<file path="config.mk">
export PLATFORM = sky130hd
export DESIGN_NAME = port_status_pulser
export DESIGN_NICKNAME = d
export VERILOG_FILES = /design/src/rtl/psp_pkg.sv /design/src/rtl/psp_ctrl.sv /design/src/rtl/psp_datapath.sv /design/src/rtl/port_status_pulser.sv
export SDC_FILE = /design/constraint.sdc
export NUM_CORES = 1
export LEC_CHECK = 0
export ABC_AREA = 1
export CAP_MARGIN = 20
export CORE_ASPECT_RATIO = 0.7
export CORE_MARGIN = 4
export CORE_UTILIZATION = 69
export CTS_CLUSTER_DIAMETER = 50
export DETAILED_ROUTE_END_ITERATION = 12
export DONT_BUFFER_PORTS = 1
export PLACE_DENSITY_LB_ADDON = 0.15
export SYNTH_ARGS = -nofsm -noshare
export SYNTH_HDL_FRONTEND = slang
export SYNTH_SLANG_ARGS = --single-unit
</file>
<file path="constraint.sdc">
create_clock -name clk -period 2.95 [get_ports clk]
set_clock_uncertainty 0.05 [all_clocks]
set_input_delay 0.7375 -clock clk [delete_from_list [all_inputs] [get_ports clk]]
set_output_delay 0.7375 -clock clk [all_outputs]
set_load 0.01 [all_outputs]
</file>
<file path="src/rtl/psp_pkg.sv">
package psp_pkg;
  localparam int PORTS = 4;

  typedef struct packed {
    logic [PORTS-1:0] txStart;
    logic [PORTS-1:0] rxStart;
    logic             refStart;
  } pspStrobes_t;
endpackage

</file>
<file path="src/rtl/psp_ctrl.sv">
module psp_ctrl
  import psp_pkg::*;
#(
  parameter int SEL_BITS   = 2,
  parameter int WIDTH_BITS = 4
) (
  input  logic                  clk,
  input  logic                  rstN,
  input  logic [PORTS-1:0]      txCellSoc,
  input  logic [PORTS-1:0]      rxCellSoc,
  input  logic [PORTS-1:0]      rxCellNull,
  input  logic [PORTS-1:0]      rxCellErr,
  input  logic [PORTS-1:0]      rxMarkerSeen,
  input  logic [SEL_BITS-1:0]   refPortSel,
  input  logic [WIDTH_BITS-1:0] refPulseWidth,
  input  logic [2*PORTS-1:0]    portMult,
  input  logic                  txRefN,
  output pspStrobes_t           strobes,
  output logic [PORTS-1:0]      markerInsertReq,
  output logic                  cfgError
);
  // Two-flop synchroniser, then one stage for edge detection
  logic refSync1, refSync2, refSync3;
  logic refFall;

  always_ff @(posedge clk or negedge rstN) begin
    if (!rstN) begin
      refSync1 <= 1'b1;
      refSync2 <= 1'b1;
      refSync3 <= 1'b1;
    end else begin
      refSync1 <= txRefN;
      refSync2 <= refSync1;
      refSync3 <= refSync2;
    end
  end

  assign refFall = refSync3 & ~refSync2;

  always_comb begin
    markerInsertReq = '0;
    if (refFall) markerInsertReq[refPortSel] = 1'b1;
  end

  always_comb begin
    strobes.txStart  = txCellSoc;
    strobes.rxStart  = rxCellSoc & ~rxCellNull & ~rxCellErr;
    strobes.refStart = rxMarkerSeen[refPortSel];
  end

  always_ff @(posedge clk or negedge rstN) begin
    if (!rstN) cfgError <= 1'b0;
    else       cfgError <= (refPulseWidth == '0) && (portMult[refPortSel*2 +: 2] != 2'b00);
  end

  // a request lasts one cycle only
  a_r7_single_cycle: assert property (@(posedge clk) disable iff (!rstN)
    (|markerInsertReq) |=> !(|markerInsertReq));
  // at most one port requested
  a_r7_onehot: assert property (@(posedge clk) disable iff (!rstN)
    $onehot0(markerInsertReq));
endmodule

</file>
<file path="src/rtl/psp_datapath.sv">
module psp_datapath
  import psp_pkg::*;
#(
  parameter int LED_CYCLES = 223,
  parameter int WIDTH_BITS = 4
) (
  input  logic                  clk,
  input  logic                  rstN,
  input  pspStrobes_t           strobes,
  input  logic [WIDTH_BITS-1:0] refPulseWidth,
  output logic [PORTS-1:0]      txLedN,
  output logic [PORTS-1:0]      rxLedN,
  output logic                  rxRefN
);
  localparam int CNT_BITS = $clog2(LED_CYCLES + 1);
  localparam int REF_BITS = WIDTH_BITS + 1;

  for (genvar p = 0; p < PORTS; p++) begin : g_port
    logic [CNT_BITS-1:0] txCnt, rxCnt;

    always_ff @(posedge clk or negedge rstN) begin
      if (!rstN)                   txCnt <= '0;
      else if (strobes.txStart[p]) txCnt <= CNT_BITS'(LED_CYCLES);
      else if (txCnt != '0)        txCnt <= txCnt - 1'b1;
    end

    always_ff @(posedge clk or negedge rstN) begin
      if (!rstN)                   rxCnt <= '0;
      else if (strobes.rxStart[p]) rxCnt <= CNT_BITS'(LED_CYCLES);
      else if (rxCnt != '0)        rxCnt <= rxCnt - 1'b1;
    end

    assign txLedN[p] = (txCnt == '0);
    assign rxLedN[p] = (rxCnt == '0);

    // a restart reloads the full count
    a_r5_reload: assert property (@(posedge clk) disable iff (!rstN)
      strobes.rxStart[p] |=> (rxCnt == CNT_BITS'(LED_CYCLES)));
  end

  logic [REF_BITS-1:0] refCnt;

  always_ff @(posedge clk or negedge rstN) begin
    if (!rstN)                 refCnt <= '0;
    else if (strobes.refStart) refCnt <= {1'b0, refPulseWidth} + 1'b1;
    else if (refCnt != '0)     refCnt <= refCnt - 1'b1;
  end

  assign rxRefN = (refCnt == '0);
endmodule

</file>
<file path="src/rtl/port_status_pulser.sv">
module port_status_pulser
  import psp_pkg::*;
#(
  parameter int LED_CYCLES = 223,
  parameter int WIDTH_BITS = 4
) (
  input  logic                  clk,
  input  logic                  rstN,
  input  logic [PORTS-1:0]      txCellSoc,
  input  logic [PORTS-1:0]      rxCellSoc,
  input  logic [PORTS-1:0]      rxCellNull,
  input  logic [PORTS-1:0]      rxCellErr,
  input  logic [PORTS-1:0]      rxMarkerSeen,
  input  logic [$clog2(PORTS)-1:0] refPortSel,
  input  logic [WIDTH_BITS-1:0] refPulseWidth,
  input  logic [2*PORTS-1:0]    portMult,
  input  logic                  txRefN,
  output logic [PORTS-1:0]      txLedN,
  output logic [PORTS-1:0]      rxLedN,
  output logic                  rxRefN,
  output logic [PORTS-1:0]      markerInsertReq,
  output logic                  cfgError
);
  localparam int SEL_BITS = $clog2(PORTS);

  pspStrobes_t strobes;

  psp_ctrl #(.SEL_BITS(SEL_BITS), .WIDTH_BITS(WIDTH_BITS)) ctrl_i (
    .clk(clk), .rstN(rstN),
    .txCellSoc(txCellSoc), .rxCellSoc(rxCellSoc),
    .rxCellNull(rxCellNull), .rxCellErr(rxCellErr),
    .rxMarkerSeen(rxMarkerSeen), .refPortSel(refPortSel),
    .refPulseWidth(refPulseWidth), .portMult(portMult),
    .txRefN(txRefN), .strobes(strobes),
    .markerInsertReq(markerInsertReq), .cfgError(cfgError)
  );

  psp_datapath #(.LED_CYCLES(LED_CYCLES), .WIDTH_BITS(WIDTH_BITS)) dp_i (
    .clk(clk), .rstN(rstN), .strobes(strobes),
    .refPulseWidth(refPulseWidth),
    .txLedN(txLedN), .rxLedN(rxLedN), .rxRefN(rxRefN)
  );

  for (genvar p = 0; p < PORTS; p++) begin : g_chk
    // a good received cell lights the LED on the next cycle
    a_r2_rx_on: assert property (@(posedge clk) disable iff (!rstN)
      (rxCellSoc[p] && !rxCellNull[p] && !rxCellErr[p]) |=> !rxLedN[p]);
    // a null or errored cell does not light an idle LED
    a_r3_rx_ignore: assert property (@(posedge clk) disable iff (!rstN)
      (rxLedN[p] && rxCellSoc[p] && (rxCellNull[p] || rxCellErr[p])) |=> rxLedN[p]);
    // a transmit cell start lights the LED on the next cycle
    a_r4_tx_on: assert property (@(posedge clk) disable iff (!rstN)
      txCellSoc[p] |=> !txLedN[p]);
  end

  // a marker on the chosen port starts the reference pulse
  a_r6_ref_on: assert property (@(posedge clk) disable iff (!rstN)
    rxMarkerSeen[refPortSel] |=> !rxRefN);
  // shortest width with a fast chosen port is flagged
  a_r8_cfg: assert property (@(posedge clk) disable iff (!rstN)
    ((refPulseWidth == '0) && (portMult[refPortSel*2 +: 2] != 2'b00)) |=> cfgError);
endmodule

</file>
## Word-level counts from Yosys, hierarchy flattened

Cells that the tools add are included.
Widths: inputs -> output; s select.

- Memories: 0
- Bits in read-only memories: 0
- Register bits after elaboration: 73
- Word-level logic and storage cells: 86
- Memory bits (writable): 0
- Output and inout bits: 14
- Bits in latches: 0
- Input bits: 37

- Div/mod/pow operators: 0
- Bitwise gates (word level): 6
- Order comparisons: 2
- Reductions and logical operators: 31
- Equality and inequality tests: 0
- Multiply operators: 0
- Add/subtract/negate cells: 10
- Multiplexer cells: 23
- Shifts and indexed selects: 1

Operators with widths:

| operator | number |
|---|---|
| $mux 8 | 16 |
| $logic_not 8->1 | 8 |
| $reduce_bool 8->1 | 8 |
| $sub 8x1->8 const B | 8 |
| $reduce_bool 2->1 | 10 |
| $mux 5 | 2 |
| $and 4x4->4 | 2 |
| $not 4->4 | 2 |
| $shiftx 8x4->2 | 1 |
| $add 4x1->5 const B | 1 |
| $logic_not 5->1 | 1 |
| $reduce_bool 5->1 | 1 |
| $sub 5x1->5 const B | 1 |
| $logic_not 4->1 | 1 |
| $mux 4 | 1 |
| $lt 2x3->1 const B | 1 |
| $bmux 1 s2 | 1 |
| $demux 1 s2 | 1 |
| $ge 2x1->1 const B | 1 |
| $logic_and 1x1->1 | 2 |
| $mux 1 | 2 |
| $and 1x1->1 | 1 |
| $not 1->1 | 1 |

## Longest topological paths before layout

- Word-level depth: 5
- Gate-level depth with buffers: 9
- Mapped depth without buffers: 9

## By module

From an unflattened synthesis, not the netlist that was laid out.

- Cells, all modules: 603
- Area, all modules: 4346.7 µm²

Modules (own cells, without submodules):

| module | area an instance (µm²) | cells each | sequential area each (µm²) | instances |
|---|---|---|---|---|
| psp_datapath | 4022.6 | 550 | 1726.7 | 1 |
| psp_ctrl | 324.1 | 53 | 103.8 | 1 |

## Least setup slack after synthesis

Ideal clock, no wire load.

- Path kind: in2out
- Start point: in refPortSel[1]
- End point: out markerInsertReq[2]
- Stages on the path: 3
- Path slack: 0.955 ns
- Required time: 2.162 ns
- Path buffers: 1
- Data arrival time: 1.207 ns
- Cell sequence: buf_4 -> inv_2 -> nor3_1

- Longest elaborated chain between the ends: 5
- Elaborated cells between the ends (all ways): 6
- Classes of those cells: order compare: 2; mux: 3; reduce/logical: 1

Ends and longest elaborated chain:

| element | RTL line | source |
|---|---|---|
| start, declared | port_status_pulser.sv:14 | `input logic [$clog2(PORTS)-1:0] refPortSel,` |
| $lt 2x3->1 (implied by the code) / $ge 2x1->1 (equally long branches) | psp_ctrl.sv:42 | `if (refFall) markerInsertReq[refPortSel] = 1'b1;` |
| $logic_and 1x1->1 (implied by the code) | psp_ctrl.sv:42 |  |
| $mux 1 (implied by the code) | psp_ctrl.sv:42 |  |
| $demux 1 s2 (*) | -- |  |
| $mux 4 (*) | psp_ctrl.sv:42 |  |
| end, declared | port_status_pulser.sv:21 | `output logic [PORTS-1:0] markerInsertReq,` |

Every way passes the cells marked *; elsewhere a longest branch is shown, timed or not.

## Final worst setup path

- Start point: reg dp_i.g_port[1].rxCnt[0]
- End point: out rxLedN[1]

- Longest elaborated chain between the ends: 1

Ends and longest elaborated chain:

| element | RTL line | source |
|---|---|---|
| start, declared | psp_datapath.sv:19 | `logic [CNT_BITS-1:0] txCnt, rxCnt;` |
| start signal, assigned | psp_datapath.sv:29 | `else if (strobes.rxStart[p]) rxCnt <= CNT_BITS'(LED_CYCLES);` |
| start signal, assigned | psp_datapath.sv:30 | `else if (rxCnt != '0) rxCnt <= rxCnt - 1'b1;` |
| $logic_not 8->1 | psp_datapath.sv:34 | `assign rxLedN[p] = (rxCnt == '0);` |
| end, declared | port_status_pulser.sv:19 | `output logic [PORTS-1:0] rxLedN,` |

Every way passes these cells.

==> impl_metrics.py <==
metrics = {
    "worst_setup_path": {
        "required_ns": 2.16,
        "critical_path_class": "flip-flop to output pin",
        "critPathMaxFanout": 5,
        "critPathArrivalTime_ns": 1.56,
        "r2r_slack_ns": 1.34,
        "worstSetupEndpointType": "output pin",
        "cp-start-kind": "flip-flop",
    },
    "floorplanning": {
        "die_h_um": 74.24,
        "die_w_um": 102.6,
        "dieArea_mm2": 0.007619,
        "coreArea_mm2": 0.005899,
        "initial_core_util": 0.7332,
        "rows": 23,
        "ios": 51,
    },
    "synth": {
        "ys.flop_type": "dfrtp_1",
        "ys_types": 27,
        "syn-cell-area_mm2": 0.004325,
        "synthTopCellsByCount": "nand2_1 (147), inv_1 (106), nand3_1 (81), nor2_1 (75), dfrtp_1 (70)",
        "ys_warn_count": 0,
        "synth_top_cell_by_area": "dfrtp_1",
        "synth.area.top_cells": "dfrtp_1 (40%), nand2_1 (13%), nand3_1 (9.4%)",
        "synth_seq_area_share": 0.4232,
        "synthCells": 599,
        "yosysMostFrequentCell": "nand2_1",
        "netlist.area_leader.share": 0.4050,
        "async_flop_share": 1.000,
        "syn-num-nets": 647,
        "synth-edff-count": 0,
        "syn_avg_cell_area_um2": 7.221,
        "synth_seq_cells": 73,
    },
    "clock_tree": {
        "clk_pin_slew_worst_paths_ns": 0.08,
        "postCtsSetupRepairBufs": 0,
        "cts_tree": "done",
        "cts_root_buffer": "clkbuf_8",
        "htreeDepth": 3,
        "cts_sinks": 73,
        "clock_latency_ns": 0.34,
        "cts_made_buffers": 9,
        "max-clock-path-buffers": 2,
    },
    "finish": {
        "drive_above_1_share": 0.07655,
        "design_area_mm2": 0.004673,
        "nets": 657,
        "utilization": 0.7922,
        "fillCellCount": 401,
        "antenna_cells": 0,
        "syn_to_final_growth_pct": 8.042,
    },
    "pwr": {
        "switching_power_w": 0.0009267,
        "p_int_w": 0.002087,
        "seqPwrFrac": 0.445,
        "pwr-share-comb": 0.228,
        "peakVddDrop_v": 0.0004663,
        "p_leak_nw": 2.414,
        "clkPwrFrac": 0.327,
        "p_per_area_mw_per_mm2": 645.0,
        "switching_share": 0.3075,
    },
    "placement": {
        "dp_hpwl_um": 6046,
        "gp_routability_congestion": 0.9059,
        "dp_slack_ns": 0.9828,
        "port_buffers": 0,
        "postPlaceCellArea_mm2": 0.004400,
    },
    "timing": {
        "slew_headroom": 0.6656,
        "finalHoldViolCount": 0,
        "layout_setup_ws_ns": 0.6020,
        "tightest_slew_ns": 0.5000,
        "maxSlewViolCount": 0,
        "min_period_ns": 2.348,
        "setup_viol": 0,
        "tns_ns": 0,
        "rsz0062_at_grt": "false",
        "fin_crit_sh": 0.7959,
        "fmax_mhz": 425.9,
    },
    "global_routing": {
        "grt_max_degree": 74,
        "grt_pass1_vias": 3427,
        "grtUsageTotal": 0.2369,
        "grt_pass1_wl_um": 14230,
        "overflow": 0,
        "antenna_found_initial": 0,
    },
    "routing": {
        "route.final.wire_length_um": 8416,
        "drtAntennaViolNets": 0,
        "vias": 3723,
        "vias_per_cell": 5.403,
        "first_pass_iters": 4,
        "drc_errors": 0,
        "wire_per_inst_um": 12.21,
        "drt_iter0_markers": 224,
    },
    "flow_run": {
        "cap_violations": 0,
    },
    "run_status": {
        "status": "complete, no violations",
    },
    "worst_hold_path": {
        "hold_class": "input port to asynchronous set/reset pin",
    },
}
==> worst paths after layout <==
path,start,end,depth (start not counted)
min in group clk,ctrl_i.refSync1,ctrl_i.refSync2,0
worst min register to register,ctrl_i.refSync1,ctrl_i.refSync2,0
max in group asynchronous,rstN,dp_i.g_port[3].txCnt[6],1
worst max-delay path,dp_i.g_port[1].rxCnt[0],rxLedN[1],6
worst min-delay path,rstN,dp_i.g_port[0].txCnt[4],0
worst max register to register,dp_i.g_port[2].rxCnt[0],dp_i.g_port[2].rxCnt[5],7
==> per-layer routing <==
| metal | routed length, um | vias to the layer above | GRT usage | part of all wire |
|---|---|---|---|---|
| met5 | 0 | - | 0 | 0 |
| met3 | 501 | 16 | 0.06186 | 0.060 |
| li1 | - | 1893 | - | - |
| met4 | 136 | 0 | 0.08443 | 0.016 |
| met1 | 3889 | 1699 | 0.3021 | 0.46 |
| met2 | 3888 | 115 | 0.3956 | 0.46 |
==> layout by cell type (no fill, tap or decap), drive strengths merged <==
master	instances
clkbuf	12
clkinv	1
nor2	91
dfstp	3
inv	108
ha	11
dlygate4sd3	1
o21ai	28
nand4	13
dfrtp	70
nand3b	4
xnor2	10
nand3	82
nor3	5
or2	7
nor3b	2
nand2	154
bufinv	3
o211ai	3
a21oi	5
clkinvlp	1
==> metrics by stage <==
stage,power (W),cells,hold slack [ns]
after global placement,0.001987,672,0.3062
after global routing,0.003223,689,0.003194
final,0.003014,689,0.03537
after floorplan,0.001887,599,0.2952
after CTS,0.003024,688,0.01552
after detailed placement,0.002028,672,0.3074
==> worst max-delay path, cell delays in order, from the launching register on <==
cell and delay [ns]:
dfrtp_1 0.38, inv_1 0.12, ha_1 0.27, inv_1 0.06, nor2_1 0.16, nand2_1 0.09
inv_1 0.14
==> area by class of cell <==
type / instances / area (um2) / share of cell area
Sequential cell: 73 / 1831 / 0.3917
Inverter: 109 / 414.1 / 0.08862
Clock buffer: 12 / 165.2 / 0.03534
Clock inverter: 4 / 97.59 / 0.02088
Multi-Input combinational cell: 415 / 2062 / 0.4412
Timing Repair Buffer: 1 / 10.01 / 0.002142
Tap cell: 75 / 93.84 / 0.02008
==> timing repair <==
action	in CTS	in global routing
gates resized for setup	0	0
hold buffers	0	1
hold endpoints to repair	0	10
==> flip-flops by register name, summed over array words and instances, names as in the netlist <==
| name | count |
|---|---|
| dp_i.g_port.txCnt | 32 |
| ctrl_i.cfgError | 1 |
| ctrl_i.refSync2 | 1 |
| ctrl_i.refSync1 | 1 |
| dp_i.refCnt | 5 |
| ctrl_i.refSync3 | 1 |
| dp_i.g_port.rxCnt | 32 |
==> power groups by stage <==
stage	sequential, W	clock [W]	combinational, W
6_report	0.00134	0.000986	0.000687
5_1_grt	0.00136	0.00105	0.000807
4_1_cts	0.00134	0.00101	0.000681
3_5_place_dp	0.00135	0	0.000678
3_3_place_gp	0.00134	0	0.000643
2_1_floorplan	0.00131	0	0.000575
==> cell families (layout without fill, tap and decap cells) <==
family	after synthesis	in the layout	share of synthesized area
AND/OR/NAND/NOR	358	358	0.3813
buffers and inverters	111	126	0.1001
flip-flops	73	73	0.4232
AO/OA/AOI/OAI	36	36	0.04339
adder cells (fa/ha/maj)	11	11	0.03182
XOR/XNOR	10	10	0.02025
Note: power is estimated with default switching activity, not from simulation.
